## config.mk

```make
export PLATFORM = sky130hd
export DESIGN_NAME = keymatrix_event_encoder
export DESIGN_NICKNAME = d
export VERILOG_FILES = /design/src/rtl/kme_pkg.sv /design/src/rtl/kme_pattern_store.sv /design/src/rtl/kme_row_picker.sv /design/src/rtl/keymatrix_event_encoder.sv
export SDC_FILE = /design/constraint.sdc
export NUM_CORES = 1
export LEC_CHECK = 0
export BUFFER_PORTS_ARGS = -buffer_cell sky130_fd_sc_hd__buf_2
export CAP_MARGIN = 20
export CORE_ASPECT_RATIO = 1.75
export CORE_UTILIZATION = 60
export CTS_CLUSTER_SIZE = 8
export DETAILED_ROUTE_END_ITERATION = 12
export GPL_TIMING_DRIVEN = 1
export HOLD_SLACK_MARGIN = 0.03
export PLACE_DENSITY = 0.78
export SETUP_SLACK_MARGIN = 0.2
export SLEW_MARGIN = 40
export SYNTH_ARGS = -nofsm -noshare
export SYNTH_HDL_FRONTEND = slang
export SYNTH_HIERARCHICAL = 1
export SYNTH_SLANG_ARGS = --single-unit
```

## constraint.sdc

```tcl
create_clock -name clk -period 5.22 [get_ports clk]
set_input_delay 0.261 -clock clk [delete_from_list [all_inputs] [get_ports clk]]
set_output_delay 0.261 -clock clk [all_outputs]
set_load 0.01 [all_outputs]
```

## src/rtl/kme_pkg.sv

```systemverilog
package kme_pkg;
  localparam int unsigned KME_COLS_DEF = 8;
  localparam int unsigned KME_ROWS_DEF = 16;
  localparam logic [15:0] KME_IDLE_DEF = 16'hDFFF;

  typedef enum logic {
    EV_RELEASE = 1'b0,
    EV_PRESS   = 1'b1
  } ev_kind_e;
endpackage

```

## src/rtl/kme_pattern_store.sv

```systemverilog
module kme_pattern_store #(
  parameter int unsigned COLS = 8,
  parameter int unsigned ROWS = 16,
  parameter logic [ROWS-1:0] RST_PAT = '1,
  localparam int unsigned COL_W = (COLS > 1) ? $clog2(COLS) : 1
) (
  input  logic             clk,
  input  logic             rst,
  input  logic [COL_W-1:0] rd_col,
  output logic [ROWS-1:0]  rd_data,
  input  logic             wr_en,
  input  logic [COL_W-1:0] wr_col,
  input  logic [ROWS-1:0]  wr_data
);
  logic [ROWS-1:0] pat_q [COLS];

  for (genvar c = 0; c < COLS; c++) begin : g_col
    always_ff @(posedge clk) begin
      if (rst) pat_q[c] <= RST_PAT;
      else if (wr_en && (wr_col == COL_W'(c))) pat_q[c] <= wr_data;
    end

    // every column pattern is restored by reset
    a_r1_store_preset: assert property (@(posedge clk)
      rst |=> (pat_q[c] == RST_PAT));
  end

  assign rd_data = pat_q[rd_col];
endmodule

```

## src/rtl/kme_row_picker.sv

```systemverilog
module kme_row_picker #(
  parameter int unsigned ROWS = 16,
  localparam int unsigned ROW_W = (ROWS > 1) ? $clog2(ROWS) : 1
) (
  input  logic [ROWS-1:0]  mask,
  output logic             found,
  output logic [ROW_W-1:0] idx
);
  always_comb begin
    found = 1'b0;
    idx   = '0;
    for (int r = ROWS - 1; r >= 0; r--) begin
      if (mask[r]) begin
        found = 1'b1;
        idx   = ROW_W'(r);
      end
    end
  end

  // the chosen row is a set bit with no lower set bit
  always_comb begin
    if (found) begin
      a_r4_lowest_pick: assert ((mask[idx] == 1'b1) &&
                                ((mask & ((ROWS'(1) << idx) - ROWS'(1))) == '0));
    end
  end
endmodule

```

## src/rtl/keymatrix_event_encoder.sv

```systemverilog
module keymatrix_event_encoder
  import kme_pkg::*;
#(
  parameter int unsigned COLS = KME_COLS_DEF,
  parameter int unsigned ROWS = KME_ROWS_DEF,
  parameter logic [ROWS-1:0] IDLE_PAT = ROWS'(KME_IDLE_DEF),
  localparam int unsigned COL_W  = (COLS > 1) ? $clog2(COLS) : 1,
  localparam int unsigned ROW_W  = (ROWS > 1) ? $clog2(ROWS) : 1,
  localparam int unsigned CODE_W = $clog2(ROWS * COLS)
) (
  input  logic              clk,
  input  logic              rst,
  input  logic              enable,
  input  logic              sample_valid,
  output logic              sample_ready,
  input  logic [COL_W-1:0]  sample_col,
  input  logic [ROWS-1:0]   sample_data,
  output logic              evt_valid,
  input  logic              evt_ready,
  output logic              evt_press,
  output logic [CODE_W-1:0] evt_code
);
  logic [ROWS-1:0]   stored;
  logic [ROWS-1:0]   diff;
  logic              sample_fire;
  logic [ROWS-1:0]   pending_q;
  logic [ROWS-1:0]   data_q;
  logic [COL_W-1:0]  col_q;
  logic              pick_found;
  logic [ROW_W-1:0]  pick_idx;
  logic              load_evt;
  logic              evt_valid_q;
  ev_kind_e          evt_kind_q;
  logic [CODE_W-1:0] evt_code_q;

  assign sample_ready = !evt_valid_q && (pending_q == '0);
  assign sample_fire  = sample_valid && sample_ready;
  assign diff         = sample_data ^ stored;

  kme_pattern_store #(.COLS(COLS), .ROWS(ROWS), .RST_PAT(IDLE_PAT)) u_store (
    .clk     (clk),
    .rst     (rst),
    .rd_col  (sample_col),
    .rd_data (stored),
    .wr_en   (sample_fire && (diff != '0)),
    .wr_col  (sample_col),
    .wr_data (sample_data)
  );

  kme_row_picker #(.ROWS(ROWS)) u_pick (
    .mask  (pending_q),
    .found (pick_found),
    .idx   (pick_idx)
  );

  assign load_evt = pick_found && (!evt_valid_q || evt_ready);

  always_ff @(posedge clk) begin
    if (rst) begin
      pending_q   <= '0;
      data_q      <= '0;
      col_q       <= '0;
      evt_valid_q <= 1'b0;
      evt_kind_q  <= EV_RELEASE;
      evt_code_q  <= '0;
    end else begin
      if (sample_fire) begin
        pending_q <= enable ? diff : '0;
        data_q    <= sample_data;
        col_q     <= sample_col;
      end else if (load_evt) begin
        pending_q <= pending_q & ~(ROWS'(1) << pick_idx);
      end

      if (load_evt) begin
        evt_valid_q <= 1'b1;
        evt_kind_q  <= data_q[pick_idx] ? EV_RELEASE : EV_PRESS;
        evt_code_q  <= CODE_W'(pick_idx) * CODE_W'(COLS) + CODE_W'(col_q);
      end else if (evt_ready) begin
        evt_valid_q <= 1'b0;
      end
    end
  end

  assign evt_valid = evt_valid_q;
  assign evt_press = (evt_kind_q == EV_PRESS);
  assign evt_code  = evt_code_q;

  // an offered event is held until taken
  a_r8_hold_event: assert property (@(posedge clk) disable iff (rst)
    (evt_valid && !evt_ready) |=> (evt_valid && $stable(evt_code) && $stable(evt_press)));

  // back-to-back events from one sample have rising codes
  a_r4_rising_codes: assert property (@(posedge clk) disable iff (rst)
    ($past(evt_valid && evt_ready) && evt_valid) |-> (evt_code > $past(evt_code)));

  // no event appears on the edge right after acceptance
  a_r7_no_early_event: assert property (@(posedge clk) disable iff (rst)
    (sample_valid && sample_ready && !evt_valid) |=> !evt_valid);

  // a muted sample leaves nothing to drain
  a_r9_muted_sample: assert property (@(posedge clk) disable iff (rst)
    (sample_valid && sample_ready && !enable) |=> (sample_ready && !evt_valid));
endmodule

```

# ---- After elaboration in Yosys (flattened, before gate mapping)
# Memories as Yosys holds them, arrays and structs flattened.
# Cells that the tools add are included.
dict set report totals {
  latchBits 0
  word_cells 121
  mem_bits_rw 128
  memories 1
  output_inout_bits 10
  register_bits 44
  rom_bits 0
}
# memory depth width rd rd_clocked_by_memory_dff wr line
set mem_list {}
lappend mem_list {u_store.pat_q 8 16 1 0 8 kme_pattern_store.sv:15} ;# logic [ROWS-1:0] pat_q [COLS];
dict set report classes {
  n_div 0
  n_mul 0
  n_bitwise 11
  shifts 1
  mux 74
  eq_ne 7
  n_lt_le_gt_ge 1
  reduce_logical 19
  n_addsub 1
}
# op n
set op_table {}
lappend op_table {{two-way mux 16 bit} 11}
lappend op_table {{two-way mux 4 bit} 16}
lappend op_table {{two-way mux 1 bit} 46}
lappend op_table {{bitwise AND 16 bit} 1}
lappend op_table {{zero test 16 bit} 1}
lappend op_table {{inverter 16 bit} 1}
lappend op_table {{nonzero test 16 bit} 1}
lappend op_table {{<< shifter 1 x 4 -> 16 bit, first input constant} 1}
lappend op_table {{bitwise XOR 16 bit} 1}
lappend op_table {{equality test 3 bit, second input constant} 4}
lappend op_table {{logical AND 1 bit} 12}
lappend op_table {{OR 1 bit} 8}
lappend op_table {{adder 7 x 3 -> 7 bit} 1}
lappend op_table {{equality test 3 x 2 -> 1 bit, second input constant} 2}
lappend op_table {{less-than comparator 4 x 5 -> 1 bit, second input constant} 1}
lappend op_table {{binary-select mux 1 bit (select 4 bit)} 1}
lappend op_table {{nonzero test 2 bit} 2}
lappend op_table {{equality test 3 x 1 -> 1 bit, second input constant} 1}
lappend op_table {{zero test 3 bit} 1}
lappend op_table {{zero test 1 bit} 1}
lappend op_table {{logical OR 1 bit} 1}

# ---- Logic depth before layout (Yosys ltp)
dict set report logic_depth {
  ltp_word 21
  depth_mapped 12
}

# ---- By module
# Netlist, hierarchy kept.
# module n_inst seq_area_each_um2 area_per_inst_um2 cells_each
set modules_own_cells {}
lappend modules_own_cells {kme_pattern_store 1 3843.7 6092.1 358}
lappend modules_own_cells {keymatrix_event_encoder 1 880.8 2188.3 253}
lappend modules_own_cells {kme_row_picker 1 0.0 178.9 33}

# ---- Worst setup path after synthesis
# No wires, ideal clock.
dict set report synth_timing {
  path_type {input-to-reg}
  start {input port sample_col[0]}
  end {memory u_store.pat_q[4][0] (enable)}
  path_buffers 2
  setup_slack_ns 2.199
  arrival_ns 2.654
  cell_stages 10
  t_required_ns 4.853
  cell_sequence {buf_6 > buf_6 > mux4_1 > mux2_2 > xnor2_1 > nand4_1 > nor4_1 > nor3_1 > nor2b_1 > a21o_1}
}
# item line
set synth_lines {}
lappend synth_lines {{from (decl)} keymatrix_event_encoder.sv:16} ;# input logic [COL_W-1:0] sample_col,
lappend synth_lines {{to (decl)} kme_pattern_store.sv:15}

==> out/metrics.cfg <==
[place]
dp_hpwl_microns=12600
port-buffer-count=33
place.gp.congestion=0.878

[sta]
max_slew_margin_pct=45.5
final-hold-violation-count=0
period_share_pct=69.8
fmax_mhz=274
setup_viol=0
rsz0062_at_grt=false
fin_crit_ns=3.65
holdWs_ns=0.200
final.setup.tns_ns=0
final_max_slew_viol_count=0
worstMarginPinSlew_ns=0.817
clock_skew_ns=0.00917

[drt]
via_count=5654
drt_iter0_markers=542
drtPass1Iterations=5
via_per_inst=6.77
wl_per_cell_microns=24.4
route.detailed.drc=0
postRouteAntennaNets=0
routed_wl_microns=20400

[setup_path]
worstSetupEndpointType=flop
crit_chain=buf_4 -> buf_4 -> mux4_1 -> mux2_2 -> xnor2_1 -> nand4_1 -> nor4_1 -> nor3_1 -> nor2b_1 -> a21o_1
cp-start-kind=primary input
arrival_ns=3.70
critPathBufInv=2
path_max_fanout=35
crit_path_frequent_cell=buf_4
setup.worst_path.class=primary input to flop
cp_top_family=simple AND/OR/NAND/NOR gates
slowest_stage=a21o_1
max_stage_delay_ns=0.70
crit_required_ns=5.27

[global_route]
grt_pass1_wl_microns=31700
gr-total-overflow=0
grt_pass1_vias=5774
grt_max_degree=65
track_usage_pct=29.4
antenna_found_initial=0

[clocking]
worstSkewPairLatency_ns=0.43
cts_tree=yes
cts_resized=0
cts_buffer_depth=2
ctsHtreeMaxLevel=4
clock_sinks=172
numCtsBuffers=17
cts_root_buf=clkbuf_16
path_clk_slew_ns=0.06
hold_buffers=0
cts_setup_buffers=0

[synthesis]
ys_seq_area_share_pct=55.8
syn-num-nets=668
synth.avg_cell_area_sq_um=13.1
ys_types=43
synth_area_sq_um=8460
ys_ff_latch=172
yosys_warnings=6
syn_inst=644

[cells_and_area]
syn_to_final_growth_pct=10.2
diodes=0
fin_nets=669
drive_gt1_share_pct=17.9

[floorplanning]
rows=57
die-area_sq_um=14600
die_x_microns=91.8
die_height_microns=159
initial_core_util_pct=61.1
boundaryPins=34
core_area_sq_um=13800

[power_and_ir_drop]
p_per_area_nw_per_um2=435
ir_drop_v=0.000240
power_leakage_uw=0.00251

[run_status]
outcome=finished clean

[run]
cap_violations=0

[hold_path]
worstHoldPathType=primary input to flop

## cell usage in the layout (no fill, tap or decap), types with 2 or more instances in the layout
cell        instances
nor4_2              2
nor2b_4             2
inv_1               4
clkbuf_1            2
clkinvlp_4          2
and3_1             10
buf_4              13
nor2_1              9
mux4_1             28
a21oi_1            47
and2_1              3
xnor2_1            16
inv_6               5
dfxtp_1            44
o21ai_0            35
nor2b_1             4
nand4_1            25
nor4_1              5
buf_16              2
nand2b_1            3
nand3b_1          120
mux2_2             17
nand3_1             9
nand2_1            14
a21o_1              4
a31o_2              4
clkbuf_16          17
nor3b_1             2
clkinv_4            2
nor3_1              4
edfxtp_1          128
buf_2              30
bufinv_16           2
nand4b_1           18
mux4_2              7
## layer usage
layer | GRT usage, % | vias up | share of wire (%)
met1 | 33.8 | 2792 | 36
met3 | 5.83 | 59 | 6.6
met2 | 50.7 | 267 | 53
met5 | 0 | - | 0
met4 | 16.5 | 0 | 4.3
li1 | - | 2536 | -
## state kept, by name (all words and copies together), names as in the netlist
signal / cells
col_q: 3
pending_q: 16
evt_press: 1
data_q: 16
u_store/pat_q: 128
evt_valid: 1
evt_code: 7
## cell type report
cell class | instances | area [sq um]
sequential | 172 | 4720
fill | 999 | 4520
multi-input combinational | 404 | 3450
clock buffer | 19 | 433
timing repair buffer | 46 | 318
tap | 177 | 221
clock inverter | 13 | 153
inverter | 4 | 15.0
## cells in the mapped netlist, drive strengths merged
master	count	area, sq um
and2	3	18.8
or4	1	11.3
nor3b	3	22.5
nand2	14	52.6
a21o	4	30.0
and3	10	62.6
clkbuf	44	166
nand4	25	156
edfxtp	128	3840
inv	4	15.0
dfxtp	44	881
nor4	8	77.6
o22ai	1	6.26
o21ai	36	180
a21oi	48	240
or2	1	6.26
o311a	1	11.3
nand3b	120	901
or4b	1	10.0
and3b	1	8.76
nand2b	3	18.8
a2111oi	1	8.76
nor3	4	20.0
nand3	9	45.0
nand4bb	1	11.3
mux4	35	893
nor2	10	37.5
mux2i	1	10.0
buf	20	138
nand4b	18	158
mux2	17	191
a31o	4	35.0
a31oi	1	6.26
o31ai	1	7.51
xnor2	16	140
nor2b	6	37.5
## path summary, 6_finish.rpt
kind                                                           to  cells past startpoint                          startpoint  slack, ns
worst max-delay path            u_store/pat_q[1][1]$_SDFFCE_PN1P_                     10                       sample_col[0]       1.57
worst min register to register           evt_code[3]$_SDFFE_PP0P_                      2            evt_code[3]$_SDFFE_PP0P_       0.45
worst min-delay path                      data_q[11]$_SDFFE_PP0P_                      3                     sample_data[11]       0.20
worst max register to register  u_store/pat_q[1][1]$_SDFFCE_PN1P_                      8  u_store/pat_q[3][14]$_SDFFCE_PN1P_       1.74
## metrics by stage
step	util (%)	cell area, sq um	total power (uW)	cells	setup slack (ns)
2_1_floorplan	-	8460	2520	644	2.20
3_3_place_gp	62.5	8650	2750	800	0.981
6_report	67.4	9320	4050	835	1.57
3_5_place_dp	63.1	8730	2800	803	1.16
5_1_grt	67.4	9320	4230	835	1.36
4_1_cts	67.3	9310	4040	835	1.58
## cell families (layout without fill, tap and decap cells)
logic type                count (synthesis)  after routing  synth area share, %
and+or+nand+nor                         238            238                 19.6
DFF                                     172            172                 55.8
AOI/OAI and AO/OA                        97             97                 6.21
buffers and inverters                    68             82                 3.77
muxes                                    53             53                 12.9
xor gates and xnor gates                 16             16                 1.66
## power breakdown
group / total (uW) / leakage (uW) / switching, uW / internal, uW
registers: 1650 / 0.00126 / 66.7 / 1580
logic: 1150 / 0.000961 / 781 / 368
clock network: 1260 / 0.000281 / 539 / 716
## tightest hold or removal path, delay by kind of cell
kind | cells | cell delay, ns
AO/OA/AOI/OAI | 1 | 0.06
AND/OR/NAND/NOR | 1 | 0.09
buffers and inverters | 1 | 0.16
Note: power is estimated with default switching activity, not from simulation.
